File: config.mk
export PLATFORM = sky130hd
export DESIGN_NAME = acs_inserter
export DESIGN_NICKNAME = d
export VERILOG_FILES = /design/src/rtl/acs_pkg.sv /design/src/rtl/acs_frame_counter.sv /design/src/rtl/acs_apply_ctrl.sv /design/src/rtl/acs_crc_gen.sv /design/src/rtl/acs_inserter.sv
export SDC_FILE = /design/constraint.sdc
export NUM_CORES = 1
export LEC_CHECK = 0
export BUFFER_PORTS_ARGS = -buffer_cell sky130_fd_sc_hd__buf_2
export CAP_MARGIN = 25
export CORE_ASPECT_RATIO = 0.75
export CORE_UTILIZATION = 40
export CTS_CLUSTER_SIZE = 10
export DETAILED_ROUTE_END_ITERATION = 7
export PLACE_DENSITY = 0.7
export SYNTH_ARGS = -nofsm -noshare
export SYNTH_HDL_FRONTEND = slang
export SYNTH_HIERARCHICAL = 1
export SYNTH_SLANG_ARGS = --single-unit
File: constraint.sdc
create_clock -name clk -period 2.7 [get_ports clk]
set_input_delay 0.135 -clock clk [delete_from_list [all_inputs] [get_ports clk]]
set_output_delay 0.135 -clock clk [all_outputs]
set_load 0.02 [all_outputs]
File: src/rtl/acs_pkg.sv
package acs_pkg;

    localparam int unsigned CRC_W    = 8;
    localparam logic [7:0]  CRC_POLY = 8'h1D;
    localparam logic [7:0]  CRC_INIT = 8'hFF;

    // Registered common part of one output frame word
    typedef struct packed {
        logic valid;
        logic z;
        logic stat;
    } frame_word_t;

    // Source selected for the status bit of the current frame
    typedef enum logic [1:0] {
        SRC_PASS = 2'd0,
        SRC_DATA = 2'd1,
        SRC_CRC  = 2'd2
    } stat_src_e;

    // One bit of the serial CRC-8, most significant bit feeds back
    function automatic logic [CRC_W-1:0] crc_step(input logic [CRC_W-1:0] cur,
                                                   input logic            din);
        logic fb;
        logic [CRC_W-1:0] nxt;
        fb  = din ^ cur[CRC_W-1];
        nxt = {cur[CRC_W-2:0], 1'b0};
        if (fb) nxt = nxt ^ CRC_POLY;
        return nxt;
    endfunction

endpackage

File: src/rtl/acs_frame_counter.sv
module acs_frame_counter #(
    parameter int unsigned BLOCK_FRAMES = 192,
    localparam int unsigned IW = $clog2(BLOCK_FRAMES)
) (
    input  logic          clk,
    input  logic          rst,
    input  logic          frame_valid,
    output logic [IW-1:0] pos,
    output logic          first,
    output logic          last
);

    logic [IW-1:0] pos_q;

    assign first = (pos_q == '0);
    assign last  = (pos_q == IW'(BLOCK_FRAMES - 1));
    assign pos   = pos_q;

    always_ff @(posedge clk) begin
        if (rst) begin
            pos_q <= '0;
        end else if (frame_valid) begin
            pos_q <= last ? '0 : pos_q + IW'(1);
        end
    end

endmodule

File: src/rtl/acs_apply_ctrl.sv
module acs_apply_ctrl #(
    parameter int unsigned STATUS_BITS = 184
) (
    input  logic                   clk,
    input  logic                   rst,
    input  logic                   apply,
    input  logic                   boundary,
    input  logic [STATUS_BITS-1:0] host_reg,
    output logic                   pending,
    output logic [STATUS_BITS-1:0] shadow
);

    logic pend_q;
    logic pend_n;
    logic load;
    logic [STATUS_BITS-1:0] shadow_q;

    assign pend_n  = pend_q | apply;
    assign load    = boundary & pend_n;
    assign pending = pend_q;
    assign shadow  = shadow_q;

    always_ff @(posedge clk) begin
        if (rst) begin
            pend_q   <= 1'b0;
            shadow_q <= '0;
        end else begin
            pend_q <= load ? 1'b0 : pend_n;
            if (load) shadow_q <= host_reg;
        end
    end

endmodule

File: src/rtl/acs_crc_gen.sv
module acs_crc_gen
    import acs_pkg::*;
(
    input  logic             clk,
    input  logic             rst,
    input  logic             frame_valid,
    input  logic             first,
    input  logic             in_data,
    input  logic             data_bit,
    output logic [CRC_W-1:0] crc
);

    logic [CRC_W-1:0] crc_q;
    logic [CRC_W-1:0] base;

    // A new block restarts the accumulation from the seed
    assign base = first ? CRC_INIT : crc_q;
    assign crc  = crc_q;

    always_ff @(posedge clk) begin
        if (rst) begin
            crc_q <= CRC_INIT;
        end else if (frame_valid && in_data) begin
            crc_q <= crc_step(base, data_bit);
        end
    end

endmodule

File: src/rtl/acs_inserter.sv
module acs_inserter
    import acs_pkg::*;
#(
    parameter int unsigned NUM_CH       = 8,
    parameter int unsigned BLOCK_FRAMES = 192,
    parameter int unsigned STATUS_BITS  = 184
) (
    input  logic                   clk,
    input  logic                   rst,
    input  logic                   frame_valid,
    input  logic [NUM_CH-1:0]      c_in,
    input  logic                   regen_en,
    input  logic                   apply,
    input  logic [STATUS_BITS-1:0] host_reg,
    output logic                   out_valid,
    output logic                   z_out,
    output logic [NUM_CH-1:0]      c_out,
    output logic                   apply_wait
);

    localparam int unsigned IW       = $clog2(BLOCK_FRAMES);
    localparam int unsigned CRC_BITS = BLOCK_FRAMES - STATUS_BITS;
    localparam int unsigned CRC_IW   = $clog2(CRC_BITS);

    logic [IW-1:0]          pos;
    logic                   blk_first;
    logic                   blk_last;
    logic [STATUS_BITS-1:0] shadow_q;
    logic [CRC_W-1:0]       crc_val;
    logic                   in_data;
    logic [IW-1:0]          data_idx;
    logic                   data_bit;
    logic [CRC_IW-1:0]      crc_off;
    stat_src_e              src;
    logic                   stat_bit;
    frame_word_t            word_q;
    logic [NUM_CH-1:0]      c_q;

    acs_frame_counter #(.BLOCK_FRAMES(BLOCK_FRAMES)) u_cnt (
        .clk        (clk),
        .rst        (rst),
        .frame_valid(frame_valid),
        .pos        (pos),
        .first      (blk_first),
        .last       (blk_last)
    );

    acs_apply_ctrl #(.STATUS_BITS(STATUS_BITS)) u_apply (
        .clk     (clk),
        .rst     (rst),
        .apply   (apply),
        .boundary(frame_valid & blk_last),
        .host_reg(host_reg),
        .pending (apply_wait),
        .shadow  (shadow_q)
    );

    assign in_data  = (pos < IW'(STATUS_BITS));
    assign data_idx = in_data ? pos : '0;
    assign data_bit = shadow_q[data_idx];
    assign crc_off  = CRC_IW'(pos - IW'(STATUS_BITS));

    acs_crc_gen u_crc (
        .clk        (clk),
        .rst        (rst),
        .frame_valid(frame_valid),
        .first      (blk_first),
        .in_data    (in_data),
        .data_bit   (data_bit),
        .crc        (crc_val)
    );

    always_comb begin
        if (!regen_en)    src = SRC_PASS;
        else if (in_data) src = SRC_DATA;
        else              src = SRC_CRC;
    end

    always_comb begin
        unique case (src)
            SRC_DATA: stat_bit = data_bit;
            SRC_CRC:  stat_bit = crc_val[crc_off];
            default:  stat_bit = 1'b0;
        endcase
    end

    always_ff @(posedge clk) begin
        if (rst) begin
            word_q <= '0;
            c_q    <= '0;
        end else begin
            word_q.valid <= frame_valid;
            word_q.z     <= frame_valid & blk_first;
            word_q.stat  <= frame_valid & stat_bit;
            if (!frame_valid)          c_q <= '0;
            else if (src == SRC_PASS)  c_q <= c_in;
            else                       c_q <= {NUM_CH{stat_bit}};
        end
    end

    assign out_valid = word_q.valid;
    assign z_out     = word_q.z;
    assign c_out     = c_q;

endmodule

**Yosys cells after proc, flatten, opt, wreduce, memory -nomap -nowiden**

Index checks and enable logic that the tools add are counted.

- Register bits after elaboration: 211
- Bits of input ports: 197
- Output and inout port bits: 11
- Word-level logic and storage cells: 39

- Add/subtract/negate cells: 2
- $lt $le $gt $ge: 3
- Equal/unequal tests: 3
- Multiplexer cells: 12
- Bitwise operators: 7
- Reduce and logical (&&, ||, !) cells: 5

Operator list:

| operator | number |
|---|---|
| $mux W8 | 4 |
| $lt A8 B9 Y1 const B | 1 |
| $add A8 B1 Y8 const B | 1 |
| $bmux W1 S8 | 1 |
| $eq A8 B8 Y1 const B | 1 |
| $logic_not A8 Y1 | 1 |
| $lt A8 B8 Y1 const B | 1 |
| $mux W5 | 1 |
| $lt A3 B4 Y1 const B | 1 |
| $mux W2 | 2 |
| $not A4 Y4 | 1 |
| $reduce_or A2 Y1 | 2 |
| $and A1 B1 Y1 | 3 |
| $bmux W1 S3 | 1 |
| $sub A3 B1 Y3 const B | 1 |
| $eq A2 B1 Y1 const B | 1 |
| $eq A2 B2 Y1 const B | 1 |
| $logic_not A2 Y1 | 1 |
| $mux W1 | 2 |
| $pmux W1 S2 | 1 |
| $logic_and A1 B1 Y1 | 1 |
| $not A1 Y1 | 1 |
| $or A1 B1 Y1 | 1 |
| $xor A1 B1 Y1 | 1 |

**Longest topological paths before layout**

Gate-level depths: netlist of the first run.

- Depth in word-level cells: 6
- Gate-level depth with buffers: 13
- Mapped depth without buffers: 11

**Hierarchy**

The synthesis of the first run kept the hierarchy.

By module, submodules not included:

| module | instances | cells each | area an instance (um^2) | seq. area each (um^2) |
|---|---|---|---|---|
| acs_apply_ctrl | 1 | 802 | 8241.7 | 3703.6 |
| acs_inserter | 1 | 323 | 2645.0 | 200.2 |
| acs_frame_counter | 1 | 50 | 417.9 | 160.2 |
| acs_crc_gen | 1 | 40 | 392.9 | 160.2 |

**Worst setup path after synthesis of the first run**

No wires, ideal clock.

- Kind: reg-to-reg
- From: register u_cnt.pos_q[0], in the netlist u_cnt/pos[0]
- To: register u_crc.crc_q[2], in the netlist u_crc/crc[2]
- Setup time: 119 ps
- Arrival: 2712 ps
- Required time: 2581 ps
- Slack: -131 ps
- Cell stages (with the launch flop): 14
- Buffers on the path: 3
- Period minus slack after synthesis: 2831 ps
- Cell sequence: dfxtp_1 > buf_6 > buf_4 > buf_4 > mux4_2 > nand2_1 > o21ai_0 > o221a_2 > nor4_1 > o32ai_2 > o31ai_4 > nand2b_1 > xnor3_1 > o21ai_1

- Word-level cells in the longest chain between the ends: 6
- Elaborated cells on any way between the ends: 10
- Those cells by class: order compare (1); mux (5); bitwise (2); reduce/logical (2)

RTL lines:

| what | line | RTL |
|---|---|---|
| start: declaration | acs_frame_counter.sv:13 | `logic [IW-1:0] pos_q;` |
| start signal: assignment | acs_frame_counter.sv:23 | `pos_q <= last ? '0 : pos_q + IW'(1);` |
| $lt A8 B8 Y1 | acs_inserter.sv:58 | `assign in_data = (pos < IW'(STATUS_BITS));` |
| $mux W8 (*) | acs_inserter.sv:59 | `assign data_idx = in_data ? pos : '0;` |
| $bmux W1 S8 (*) | acs_inserter.sv:60 | `assign data_bit = shadow_q[data_idx];` |
| $mux W1 (not written as such) (*) | acs_inserter.sv:60 |  |
| via data_bit | acs_inserter.sv:32 | `logic data_bit;` |
| $xor A1 B1 Y1 (*) | acs_pkg.sv:26 | `fb = din ^ cur[CRC_W-1];` |
| $mux W5 (*) | acs_pkg.sv:28 | `if (fb) nxt = nxt ^ CRC_POLY;` |
| end signal: assignment | acs_crc_gen.sv:24 | `crc_q <= crc_step(base, data_bit);` |
| end: declaration | acs_crc_gen.sv:13 | `logic [CRC_W-1:0] crc_q;` |

Mark *: on every way through the listed nets, which the timed path passes. The rest lies on a longest branch. The select of a mux whose other input is x is not followed.
A chain may end at the register's enable or synchronous reset.

**Final worst setup path of the first run**

- From: register u_cnt.pos_q[7], in the netlist u_cnt/pos[7]
- To: register u_crc.crc_q[0], in the netlist u_crc/crc[0]

Same word-level chain as after synthesis.

==> metrics.md, run 1 <==
| Metric | Value |
|---|---|
| Final Util | 0.5845 |
| First-pass GRT wire length | between 50000 and 60000 um |
| Synth Register Bits | ~210 |
| Crit path from | u_cnt/pos[7]$_SDFFE_PP0P_ |
| Die footprint | 29940 sq um |
| Initial Utilization | 0.4121 |
| R2R Path Start | u_cnt/pos[7]$_SDFFE_PP0P_ |
| Mean routed wirelength per cell | 17.81 um |
| Initial antenna violation count | 1 |
| Worst relative slew slack | 0.5737 |
| Share of layout cells above drive strength 1 | 0.2612 |
| Die Y | 150.1 um |
| Net Count, Synth | roughly 1400 |
| Setup crit end kind | flop |
| Num CTS Buffers | 25 |
| Synth async-reset ratio | 0 |
| Initial DRC count | 604 |
| Pwr/cell area | between 400 and 500 nW/um^2 |
| Core area | 28380 sq um |
| Seq/Total Area, Yosys | 0.3611 |
| Status | finished with violations |
| Row count | 53 |
| Clock buffer depth | 3 |
| Vias in the first global route | between 10000 and 15000 |
| Measured slew at the worst slew-check pin | 0.6312 ns |
| Failing checks | setup timing |
| Post-Syn Area | approximately 12000 sq um |
| Fmax | ~0.37 GHz |
| Clk slew on worst S/H paths | about 0.060 ns |
| Syn-to-layout area delta | 41.81% |
| Final Worst Setup Slack | -0.01943 ns |
| Top Ports | approximately 210 |
| Type of the tightest min-delay check | input port to flop |
| Residual DRC | 0 |
| Worst setup endpoint | u_crc/crc[0]$_SDFFE_PP1P_ |
| Drt total wl | around 37000 um |
| Largest area contributor in the netlist | dfxtp_1 |
| Reg-to-Reg End | u_crc/crc[0]$_SDFFE_PP1P_ |
| Final Cycle Share | 1.007 |
| Endpoints failing setup | 2 |
| Min Clock Period, post-route | roughly 2.7 ns |
| Critical path arrival | around 3.2 ns |
| Main flop type after synthesis | dfxtp_1 |
| R2R depth | 11 |
| Required @ worst endpoint | ~3.2 ns |
| DR vias/cell | roughly 5.0 |
| Total Routing Usage GR | 0.2403 |
| Post-synth cell types | 81 |
| Setup Crit Path Kind | flop to flop |
| Vias | ~10000 |
| Final hold slack | 0.06620 ns |
| Worst clock skew | approximately 0.017 ns |
| VDD IR max | 0.0003708 V |
| Post-synth top area share | 0.3611 |
| Detail Route Antenna Nets | 0 |
| Setup crit start kind | flop |
| Number of synthesized flops with an enable pin | 0 |
| Yosys warns | 6 |
| Leak pwr | around 0.0063 uW |
| TritonCTS clock tree | built |
| Pin count of the biggest net entering global routing | between 150 and 200 |
| Area contributors post-synth | dfxtp_1, nand2b_1, mux2i_1 |
| GP Congestion | ~0.9 |
| Overflow after GRT | 0 |
| Worst-path maximum fanout | 8 |
| Die extent in x | between 150 and 200 um |
| Post-DP HPWL | 23650 um |
| Syn_area_per_cell | a little under 10 sq um |
| Clock root cell | clkbuf_16 |
| Reg2reg setup slack | -0.02 ns |
| Final Slew Violations | 0 |
| Syn Inst Count | roughly 1200 |
| Layout Nets | 1866 |
| First-pass DRT Iterations | 5 |
| Pre-CTS WS | -0.3049 ns |
| Final-report hold violation count | 0 |
| Unrepaired setup endpoints after global routing | yes |
| Fillers | ~2400 |
| Max-Cap Viols | 0 |
| Worst skew pair latency | approximately 0.54 ns |
| H-tree depth | 1 |
| I/O Buffers | 207 |
| Clk sinks | 211 |
-- flip-flops by register name (all words and copies together), names as in the netlist --
signal,flops
u_apply/shadow,184
c_out,8
u_cnt/pos,8
u_crc/crc,8
out_valid,1
u_apply/pending,1
z_out,1
-- cell usage after synthesis, types with 2 or more instances --
cell type and count:
ha_1 2, and3_1 6, a22oi_1 11, mux4_2 15
nand2_1 29, nor4_1 6, buf_6 24, dfxtp_1 211
mux2i_1 210, nor3_1 13, a22o_1 2, or3_1 4
nand4_1 2, a31oi_1 8, clkbuf_1 42, and2_1 7
nor2_1 31, nand2b_1 374, a21boi_0 3, a32oi_1 2
o22ai_1 3, xnor3_1 3, xor2_1 4, nor2b_1 6
a221oi_1 5, o211ai_1 4, buf_1 3, inv_1 11
a211o_1 2, o21ai_1 3, o221ai_1 4, buf_2 18
a211oi_1 14, a221o_1 4, nand3_1 10, a21oi_1 36
a21bo_2 2, buf_4 7, or4_1 4, o21ai_0 17
mux2_2 12, nor3_2 2
-- area by class of cell --
class	count	area, sq um	area share
Multi-Input combinational cell	896	6960	0.4196
Sequential cell	211	4244	0.2558
Timing Repair Buffer	520	4158	0.2506
Tap cell	385	481.7	0.02904
Antenna cell	1	2.502	0.0001509
Inverter	13	51.30	0.003092
Clock inverter	1	8.758	0.0005280
Clock buffer	32	681.9	0.04111
-- metal layers --
layer  wire length (um)  vias up  GRT usage  part of all wire
met5                  0        -          0                 0
met4                459        0    0.04122             0.013
met3               2053       39    0.04435             0.056
met2              16540      278     0.3817              0.45
met1              17630     4904     0.3420              0.48
li1                   -     5092          -                 -
-- cells in the final DEF (no fill, tap or decap), types with 4 or more instances in the layout --
| cell | synthesis | final |
|---|---|---|
| nand2b_1 | 374 | 373 |
| mux2i_1 | 210 | 210 |
| buf_2 | 18 | 206 |
| dfxtp_1 | 211 | 203 |
| dlygate4sd3_1 | 0 | 194 |
| buf_4 | 7 | 97 |
| a21oi_1 | 36 | 36 |
| nor2_1 | 31 | 31 |
| nand2_1 | 29 | 29 |
| clkbuf_16 | 0 | 26 |
| o21ai_0 | 17 | 17 |
| buf_12 | 1 | 16 |
| mux4_2 | 15 | 15 |
| mux2_2 | 12 | 12 |
| nor3_1 | 13 | 12 |
| a22oi_1 | 11 | 11 |
| inv_1 | 11 | 11 |
| a211oi_2 | 1 | 9 |
| nand3_1 | 10 | 9 |
| a31oi_1 | 8 | 7 |
| a211oi_1 | 14 | 6 |
| and3_1 | 6 | 6 |
| and2_1 | 7 | 5 |
| a221oi_1 | 5 | 5 |
| nor2b_1 | 6 | 5 |
| nor4_1 | 6 | 5 |
| o211ai_1 | 4 | 4 |
| a221o_1 | 4 | 4 |
| o221ai_1 | 4 | 4 |
| clkbuf_8 | 0 | 4 |
| clkbuf_1 | 42 | 4 |
| xor2_1 | 4 | 4 |
| dfxtp_4 | 0 | 4 |
| dfxtp_2 | 0 | 4 |
-- per-stage QoR --
stage                     area (sq um)  std cells  power, uW  setup TNS [ns]
after global routing             16590       2059       7507         -0.3518
final                            16590       2059       7228        -0.03394
after global placement           13620       1813       3999          -1.034
after detailed placement         13620       1813       4004          -1.076
after floorplan                  11740       1215       3653         -0.1024
after CTS                        16410       2048       7274         -0.1063
-- power by group --
group | internal [uW] | switching, uW | total, uW
Clock | 1740 | 1260 | 2990
Sequential | 3130 | 17.2 | 3140
Combinational | 630 | 460 | 1090
Total | 5490 | 1740 | 7230
-- repair_timing --
item | 4_1_cts | 5_1_grt
resized for setup | 16 | 19
setup endpoints to repair | 4 | 10
pin swaps | 6 | 10
hold buffers | 194 | 0
buffers inserted | 7 | 9
cloned | 1 | 1
endpoints found under the hold margin | 195 | 0
-- worst max-delay path, stage by stage, from the launching register on --
cell	delay (ns)
dfxtp_4	0.36
buf_12	0.13
and2_4	0.17
or3_4	0.37
a2111o_1	0.46
a21boi_2	0.20
nor4_4	0.07
o31ai_4	0.32
nand2b_4	0.12
buf_6	0.13
xor2_1	0.15
o211ai_1	0.17
-- worst min path at each step --
stage | cells after the start | from | end | slack, ns
after floorplan | 1 | rst | u_cnt/pos[1]$_SDFFE_PP0P_ | 0.20
after global placement | 3 | host_reg[55] | u_apply/shadow[55]$_SDFFE_PP0P_ | 0.40
after detailed placement | 2 | rst | out_valid$_SDFF_PP0_ | 0.40
after CTS | 3 | frame_valid | u_cnt/pos[0]$_SDFFE_PP0P_ | 0.03
after global routing | 2 | frame_valid | out_valid$_SDFF_PP0_ | 0.08
final | 3 | frame_valid | u_cnt/pos[0]$_SDFFE_PP0P_ | 0.07
-- cell families after synthesis --
kind of cell             after synthesis  share of synthesized area
XOR/XNOR                               8                   0.009519
flip-flops                           211                     0.3611
multiplexers                         237                     0.2201
buffers and inverters                108                    0.05562
AND/OR/NAND/NOR                      503                     0.2595
adder cells (fa/ha/maj)                2                   0.002139
AO/OA/AOI/OAI                        146                    0.09199
Note: power is estimated with default switching activity, not from simulation.
==> run 2: changes to the inputs <==
ABC_CLOCK_PERIOD_IN_PS = 2800   (was not set)
PLACE_DENSITY = 0.67   (was 0.7)
clock period = 2.8 ns   (was 2.7 ns; I/O delays follow)
==> metrics.md, run 2 (same netlist as run 1, synthesis figures left out) <==
| Metric | Value |
|---|---|
| Vias in the first global route | between 10000 and 15000 |
| Measured slew at the worst slew-check pin | ~1.0 ns |
| Die Y | 150.1 um |
| Clk slew on worst S/H paths | 0.06 ns |
| Required @ worst endpoint | between 3 and 4 ns |
| Die extent in x | approximately 200 um |
| Setup Crit Path Kind | flop to flop |
| Max reg flops | about 180 |
| N_diodes | 0 |
| Clock root cell | clkbuf_16 |
| Pin count of the biggest net entering global routing | about 210 |
| Critical path arrival | 3.17 ns |
| Mean routed wirelength per cell | approximately 18 um |
| Pre-CTS WS | -0.2248 ns |
| Min Clock Period, post-route | between 2 and 3 ns |
| DR vias/cell | just under 5 |
| Overflow after GRT | 0 |
| Final hold slack | around 0.025 ns |
| Final Cycle Share | 0.9729 |
| Endpoints failing setup | 0 |
| Critical path cell sequence | buf_12 > buf_6 > nor2_1 > or3_4 > a2111o_1 > a21boi_2 > nor4_4 > o31ai_4 > nand2b_4 > buf_4 > xnor3_1 > o21ai_1 |
| Leak pwr | approximately 0.0062 uW |
| First-pass DRT Iterations | 5 |
| Pwr/cell area | around 420 nW/um^2 |
| WP buf/inv | 3 |
| Final Util | 0.5815 |
| Initial Utilization | 0.4121 |
| Row count | between 50 and 60 |
| Worst clock skew | about 0.0081 ns |
| Final-report hold violation count | 0 |
| Num CTS Buffers | 25 |
| VDD IR max | ~0.00037 V |
| Slowest cell on crit path | a2111o_1 |
| Layout Nets | 1864 |
| Setup TNS | 0 ns |
| Detail Route Antenna Nets | 0 |
| Residual DRC | 0 |
| Worst relative slew slack | 0.3057 |
| Worst skew pair latency | approximately 0.52 ns |
| Commonest cells after routing, fill and taps aside | nand2b_1, mux2i_1, buf_2 |
| Syn-to-layout area delta | 41.10% |
| Initial DRC count | 579 |
| Final Slew Violations | 0 |
| CP delay by family, top | compound AO/OA/AOI/OAI gates |
| Clk sinks | between 200 and 250 |
| I/O Buffers | 207 |
| Max-Cap Viols | 0 |
| Setup crit start kind | flop |
| Vias | ~10000 |
| Fmax | around 0.37 GHz |
| H-tree depth | 1 |
| Top Ports | around 210 |
| Total Routing Usage GR | 0.2355 |
| Core area | ~28000 sq um |
| Drt total wl | between 30000 and 40000 um |
| Final Worst Setup Slack | 0.07590 ns |
| Commonest non-fill, non-tap cell in the layout | nand2b_1 |
| Clock buffer depth | 3 |
| First-pass GRT wire length | 55230 um |
| Type of the tightest min-delay check | input port to flop |
| TritonCTS clock tree | built |
| Post-DP HPWL | roughly 24000 um |
| GP Congestion | ~0.89 |
| CP peak stage delay | ~0.42 ns |
| Share of layout cells above drive strength 1 | 0.2587 |
| Die footprint | 29940 sq um |
| Initial antenna violation count | 0 |
| Worst-path maximum fanout | 5 |
| Setup crit end kind | flop |
| Status | complete, no violations |
[run 2: cell count changes in the layout (fill, tap and decap cells not counted), moves of 2 or more]
cell      before  now
nand2_1       29   27
clkinv_2       0    2
o21ai_0       17   14
a211oi_1       6   13
a211oi_2       9    2
buf_6          2    7
o21ai_1        3    5
mux2i_1      210  208
buf_4         97   93
clkbuf_8       4    1
[run 2: where the power goes]
| group | switching (uW) | internal, uW | total (uW) |
|---|---|---|---|
| Sequential | 15.6 | 3010 | 3030 |
| Combinational | 446 | 621 | 1070 |
| Clock | 1200 | 1590 | 2790 |
| Total | 1660 | 5230 | 6890 |
[run 2: worst register-to-register path: stages (launching register included)]
cell,delay (ns)
dfxtp_4,0.40
buf_12,0.14
buf_6,0.10
nor2_1,0.04
or3_4,0.39
a2111o_1,0.42
a21boi_2,0.20
nor4_4,0.06
o31ai_4,0.32
nand2b_4,0.11
buf_4,0.15
xnor3_1,0.17
o21ai_1,0.14
[run 2: repair_timing]
item,CTS,global route
hold buffers,194,0
hold endpoints to repair,195,0
buffers inserted,0,13
cloned,0,1
endpoints found under the setup margin,4,8
resized for setup,18,32
pin swaps,3,15
[run 2: through the flow]
stage               power [uW]  area (sq um)  std cells
floorplan                 3522         11710       1215
global placement          3867         13590       1815
detailed placement        3871         13590       1815
CTS                       6884         16250       2041
global route              7166         16500       2055
finish                    6891         16500       2055
[run 2: final cells by class]
class / count / area (sq um)
fill: 2432 / 11880
clock inverter: 3 / 18.77
multi-input combinational: 896 / 6959
inverter: 13 / 48.80
timing repair buffer: 518 / 4109
sequential: 211 / 4247
clock buffer: 29 / 640.6
tap: 385 / 481.7
[run 2: per-layer routing]
layer	routed length, um	vias up	part of all wire	track usage
met5	0	-	0	0
met4	619	0	0.017	0.04656
met3	1577	47	0.043	0.02979
met2	16400	273	0.45	0.3801
met1	17910	4779	0.49	0.3366
li1	-	5087	-	-
[run 2: worst paths after layout]
kind | slack (ns) | startpoint | end | depth (start not counted)
min reg2reg | 0.47 | u_apply/shadow[89]$_SDFFE_PP0P_ | u_apply/shadow[89]$_SDFFE_PP0P_ | 2
min | 0.02 | host_reg[19] | u_apply/shadow[19]$_SDFFE_PP0P_ | 3
max | 0.08 | u_cnt/pos[0]$_SDFFE_PP0P_ | u_crc/crc[3]$_SDFFE_PP1P_ | 12
max reg2reg | 0.08 | u_cnt/pos[0]$_SDFFE_PP0P_ | u_crc/crc[3]$_SDFFE_PP1P_ | 12
